[src/rtl/shadow_route_dec.sv]
module shadow_route_dec #(
  parameter int          IO_AW     = 16,
  parameter int          MEM_AW    = 20,
  parameter logic [15:0] IDX_PORT  = 16'h0022,
  parameter logic [15:0] DATA_PORT = 16'h0024
) (
  input  logic              clk,
  input  logic              rst_n,
  input  logic [IO_AW-1:0]  io_addr,
  input  logic [7:0]        io_wdata,
  input  logic              io_wr,
  input  logic              io_rd,
  output logic [7:0]        io_rdata,
  input  logic [MEM_AW-1:0] mem_addr,
  input  logic              mem_we,
  output logic              in_window,
  output logic              route_dram,
  output logic              route_ext,
  output logic              route_block,
  output logic              wait_upd
);
  localparam int          NREG     = 256;
  localparam logic [7:0]  REG_WAIT = 8'h10;
  localparam logic [7:0]  REG_CTRL = 8'h11;
  localparam logic [7:0]  REG_DE   = 8'h12;
  localparam logic [7:0]  REG_C    = 8'h13;
  localparam logic [7:0]  RST_WAIT = 8'h3F;
  localparam logic [7:0]  RST_CTRL = 8'hF0;

  logic [7:0] idx;
  logic [7:0] cfg [NREG];

  wire wr_idx  = io_wr && (io_addr == IO_AW'(IDX_PORT));
  wire wr_data = io_wr && (io_addr == IO_AW'(DATA_PORT));

  always_ff @(posedge clk) begin
    if (!rst_n) begin
      idx      <= '0;
      wait_upd <= 1'b0;
      for (int i = 0; i < NREG; i++) begin
        if (8'(i) == REG_WAIT)      cfg[i] <= RST_WAIT;
        else if (8'(i) == REG_CTRL) cfg[i] <= RST_CTRL;
        else                        cfg[i] <= '0;
      end
    end else begin
      wait_upd <= wr_data && (idx == REG_WAIT);
      if (wr_idx)  idx      <= io_wdata;
      if (wr_data) cfg[idx] <= io_wdata;
    end
  end

  assign io_rdata = (io_rd && io_addr == IO_AW'(DATA_PORT)) ? cfg[idx] : 8'hFF;

  // decode of the upper 256 KB
  wire [3:0] seg  = mem_addr[MEM_AW-1 -: 4];
  wire [1:0] blk  = mem_addr[MEM_AW-5 -: 2];
  wire [7:0] ctrl = cfg[REG_CTRL];
  wire [11:0] blk_map = {cfg[REG_DE], cfg[REG_C][7:4]};

  logic seg_en, shadowed;

  always_comb begin
    seg_en      = ctrl[3'd4 + {1'b0, seg[1:0]}];
    shadowed    = seg_en && blk_map[{seg[1:0], blk}];
    in_window   = (seg[3:2] == 2'b11);
    route_dram  = 1'b0;
    route_ext   = 1'b0;
    route_block = 1'b0;
    if (in_window) begin
      if (seg[1:0] == 2'b11) begin
        if (ctrl[7]) begin
          route_ext  = !mem_we;
          route_dram = mem_we;
        end else begin
          route_dram  = !mem_we;
          route_block = mem_we;
        end
      end else if (shadowed) begin
        if (!mem_we || ctrl[3]) route_dram = 1'b1;
        else                    route_ext  = 1'b1;
      end else begin
        route_ext = 1'b1;
      end
    end
  end
endmodule


[config.mk]
export PLATFORM = sky130hd
export DESIGN_NAME = shadow_route_dec
export DESIGN_NICKNAME = d
export VERILOG_FILES = /design/src/rtl/shadow_route_dec.sv
export SDC_FILE = /design/constraint.sdc
export NUM_CORES = 2
export LEC_CHECK = 0
export ABC_AREA = 1
export BUFFER_PORTS_ARGS = -buffer_cell sky130_fd_sc_hd__buf_2
export CAP_MARGIN = 20
export CORE_ASPECT_RATIO = 1.25
export CORE_MARGIN = 4
export CORE_UTILIZATION = 40
export CTS_BUF_LIST = sky130_fd_sc_hd__clkbuf_4
export DETAILED_ROUTE_END_ITERATION = 6
export PLACE_DENSITY_LB_ADDON = 0.15
export SLEW_MARGIN = 20
export SYNTH_ARGS = -nofsm -noshare
export SYNTH_HDL_FRONTEND = slang
export SYNTH_SLANG_ARGS = --single-unit
[constraint.sdc]
create_clock -name clk -period 7.4 [get_ports clk]
set_clock_uncertainty 0.05 [all_clocks]
set_input_delay 1.11 -clock clk [delete_from_list [all_inputs] [get_ports clk]]
set_output_delay 1.11 -clock clk [all_outputs]
set_load 0.005 [all_outputs]
==> results summary <==
The run finished with clean final reports. The analysis attributes to net switching a power of 5.522 mW. The launch point of the worst reg-to-reg path is idx[0].

The worst register-to-register path has a setup slack of 3.90 ns. The critical path is of the reg2out type. For this design the ratio of total power to cell area is 236.4 mW/mm2. The count of endpoints failing hold in the final timing report came out at 0. The first-pass detailed-route iteration total is 6.

STA classifies the critical path startpoint as a register. The time the worst path needs with I/O delays and setup came out at 6.385 ns. The data required time of the worst path came out at 6.24 ns. The number of nets with antenna violations after routing came out at 0. Setup violations remaining at the end of the flow were counted as 0. In the routed design, unresolved DRC markers number 0. The internal portion of the total power is 18.66 mW. The Yosys warning count came out at 0. The synthesized cell area is 0.09305 mm2.

STA classifies the critical path endpoint as an output port. The total number of vias is 70,570. The count of max-cap constraint violations came out at 0.

Counting instances, the worst hold path has a depth of 3. The remaining max-slew budget at the tightest pin came out at 0.2240. The vertical extent of the die came out at 547.2 um.

The starting density of the core came out at 0.4029. The initial antenna violation count came out at 8. The half-perimeter wire length after detailed placement is 168,500 um. The pin slew with the least headroom to its limit came out at 1.163 ns. The final instance area came out at 0.1023 mm2. The area inside the core boundary came out at 0.2310 mm2. The count of buffers inserted at the top-level ports came out at 47.

Dividing the detail-routed wire length by the instance count gives 22.36 um. The register bit count reported by yosys came out at 2,065. The type of the most critical hold path is in2reg.

The fraction of layout instances using a drive strength above 1 came out at 0.1040. The number of buffers created by CTS came out at 541. The library cell used most frequently in the layout, excluding fill and tap cells, is sky130_fd_sc_hd__nand2_1.

In this run the core area contains 197 standard-cell rows. The number of buffers added for setup after CTS is 0. The register area is 0.06186 mm2. The layout has 22,330 filler cells. No sink is reached through more buffers than the 4 on the longest clock path.

The floorplan step set the die width to 439.4 um. The routed via count divided by cell count came out at 5.415. The switching portion of total power is 0.2284.

The share of total power in sequential cells came out at 0.559. The synthesis-to-finish area growth came out at 9.909%. The maximum clock frequency is 156.6 MHz.

The combinational group share of total power came out at 0.038. The first global-routing pass estimated 432,700 um of wire. The starting DRC count in detailed routing came out at 6,230. The endpoint identified for the worst register-to-register timing path is cfg[33][2]. The number of global-route vias before repair is 69,200. The clock share of power came out at 0.404. The number of hold buffers added after CTS was 0. The overflow left after global routing came out at 0. TritonCTS built the clock tree.

The quantity of gates resized following cts is 0. The later pin in the worst-skew pair is clocked with a latency of 1.23 ns. The period utilization came out at 0.8628. IR analysis of the VDD net gives a maximum drop of 0.00009312 V. The maximum fanout count along the critical path is 142. The routability congestion estimate is 0.8523. The number of nets handed over by synthesis was 9,680.

The number of nets in the final layout is 9,653. The placed instances occupy a cell area of 0.09572 mm2. The number of different library cells in the post-synthesis netlist is 29. The aggregate global-route resource usage came out at 0.2370. In the final layout, the multi-input gates occupy 0.02828 mm2.

The arrival time at the worst endpoint came out at 5.23 ns. The worst hold path terminates at cfg[222][0]. The largest net degree at the start of global routing is 161. The analysis attributes to cell leakage a power of 38.91 nW. The die covers 0.2405 mm2. The worst reg-to-reg path cell count is 9.

The average instance in the mapped netlist occupies 9.664 um2. The cell count after synthesis is 9,629. Setup repair after global routing left no endpoint under its margin. The startpoint identified for the worst hold timing path is io_wdata[0]. The number of sinks handled by clock tree synthesis is 2,065. The sequential area share after synthesis came out at 0.6646. The H-tree depth reported by CTS is 6. Leaving out fill and tap cells, the most frequent cells in the layout are sky130_fd_sc_hd__nand2_1, sky130_fd_sc_hd__nor2_1, sky130_fd_sc_hd__edfxtp_1. For this design the top-level I/O count stands at 62. The clock root buffer is sky130_fd_sc_hd__clkbuf_4. The total negative slack came out at 0 ns.

Clock-pin slew was measured on the worst setup and hold paths at 0.06 ns. The max-slew violation count came out at 0. The wire length after detailed routing is 291,400 um.
## stage by stage
step / std cells / setup slack (ns) / hold WS [ns] / total power [mW] / utilization
2_1_floorplan: 9629 / 4.246 / 0.5012 / 14.27 / -
3_3_place_gp: 12140 / 2.356 / 0.5364 / 14.65 / 0.4144
3_5_place_dp: 12140 / 2.413 / 0.5445 / 14.67 / 0.4144
4_1_cts: 13020 / 1.063 / 0.2848 / 24.41 / 0.4427
5_1_grt: 13030 / 0.8135 / 0.3374 / 25.14 / 0.4428
6_report: 13030 / 1.015 / 0.3813 / 24.18 / 0.4428
## kinds of logic after synthesis
| kind of cell | after synthesis | synth area share |
|---|---|---|
| AO/OA/AOI/OAI | 26 | 0.001546 |
| buffers and inverters | 781 | 0.03231 |
| flip-flops | 2065 | 0.6646 |
| AND/OR/NAND/NOR | 6755 | 0.3013 |
| adder cells (fa/ha/maj) | 2 | 0.0002689 |
## sequential cells by signal, indices dropped and copies added, names as in the netlist, named ones only
register and cells:
cfg 2048, idx 8, wait_upd 1
## cell usage after synthesis
| cell | instances | area, um2 |
|---|---|---|
| sky130_fd_sc_hd__ha_1 | 2 | 25.02 |
| sky130_fd_sc_hd__clkbuf_1 | 602 | 2260 |
| sky130_fd_sc_hd__inv_2 | 3 | 11.26 |
| sky130_fd_sc_hd__nor4_2 | 1 | 12.51 |
| sky130_fd_sc_hd__nor3_2 | 4 | 40.04 |
| sky130_fd_sc_hd__o211ai_1 | 2 | 15.01 |
| sky130_fd_sc_hd__nand3_1 | 2037 | 10190 |
| sky130_fd_sc_hd__nor3_4 | 4 | 65.06 |
| sky130_fd_sc_hd__nor2_1 | 2090 | 7845 |
| sky130_fd_sc_hd__o31ai_1 | 2 | 15.01 |
| sky130_fd_sc_hd__nand2_1 | 2598 | 9752 |
| sky130_fd_sc_hd__dfxtp_1 | 17 | 340.3 |
| sky130_fd_sc_hd__or2_2 | 2 | 12.51 |
| sky130_fd_sc_hd__buf_1 | 78 | 292.8 |
| sky130_fd_sc_hd__nand3b_1 | 1 | 7.510 |
| sky130_fd_sc_hd__buf_2 | 57 | 285.3 |
| sky130_fd_sc_hd__o21ai_0 | 11 | 55.05 |
| sky130_fd_sc_hd__a21oi_1 | 10 | 50.05 |
| sky130_fd_sc_hd__nor3b_1 | 1 | 7.510 |
| sky130_fd_sc_hd__buf_4 | 1 | 7.510 |
| sky130_fd_sc_hd__inv_1 | 30 | 112.6 |
| sky130_fd_sc_hd__clkinv_1 | 10 | 37.54 |
| sky130_fd_sc_hd__nand4_1 | 3 | 18.77 |
| sky130_fd_sc_hd__nand4_2 | 1 | 12.51 |
| sky130_fd_sc_hd__o2111ai_1 | 1 | 8.760 |
| sky130_fd_sc_hd__and2_1 | 1 | 6.260 |
| sky130_fd_sc_hd__edfxtp_1 | 2048 | 61500 |
| sky130_fd_sc_hd__and3_1 | 1 | 6.260 |
| sky130_fd_sc_hd__nor3_1 | 11 | 55.05 |
## cell type report
| type | count | share of cell area |
|---|---|---|
| Clock buffer | 784 | 0.05755 |
| Tap cell | 3084 | 0.03773 |
| Clock inverter | 97 | 0.006215 |
| Inverter | 43 | 0.002410 |
| Timing Repair Buffer | 168 | 0.01461 |
| Antenna cell | 7 | 0.0001713 |
| Sequential cell | 2065 | 0.6048 |
| Multi-Input combinational cell | 6783 | 0.2765 |
## worst max-delay path, stage by stage (launching register included)
cell and delay [ns]:
sky130_fd_sc_hd__dfxtp_4 0.55, sky130_fd_sc_hd__inv_8 0.64, sky130_fd_sc_hd__buf_4 0.64, sky130_fd_sc_hd__nand3_1 0.23, sky130_fd_sc_hd__nand3_1 0.12, sky130_fd_sc_hd__nand3_1 0.09, sky130_fd_sc_hd__nand3_1 0.22, sky130_fd_sc_hd__nand3_1 0.25
sky130_fd_sc_hd__nand3_1 0.32, sky130_fd_sc_hd__nand3_1 0.12, sky130_fd_sc_hd__nand2_1 0.23, sky130_fd_sc_hd__nand2_1 0.08, sky130_fd_sc_hd__buf_2 0.16
## worst max path at each step
| stage | to | cells after the start |
|---|---|---|
| floorplan | cfg[191][0] | 10 |
| global placement | io_rdata[1] | 12 |
| detailed placement | io_rdata[4] | 12 |
| CTS | io_rdata[4] | 12 |
| global route | io_rdata[6] | 12 |
| finish | io_rdata[6] | 12 |
## power by group through the flow
stage | combinational, mW | clock, mW | sequential [mW]
after floorplan | 0.557 | 0 | 13.7
after global placement | 0.898 | 0 | 13.8
after CTS | 0.912 | 9.99 | 13.5
after global routing | 0.987 | 10.6 | 13.6
after detailed placement | 0.911 | 0 | 13.8
final | 0.910 | 9.76 | 13.5
## routing by layer
metal  routed length, um  up-vias  global-route usage
met2              144900     2677              0.4061
met4               11750        6              0.1011
met1              115100    34370              0.2963
met5                  43        -                   0
met3               19630      620             0.03903
li1                    -    32890                   -
(Power assumes the default switching activity.)
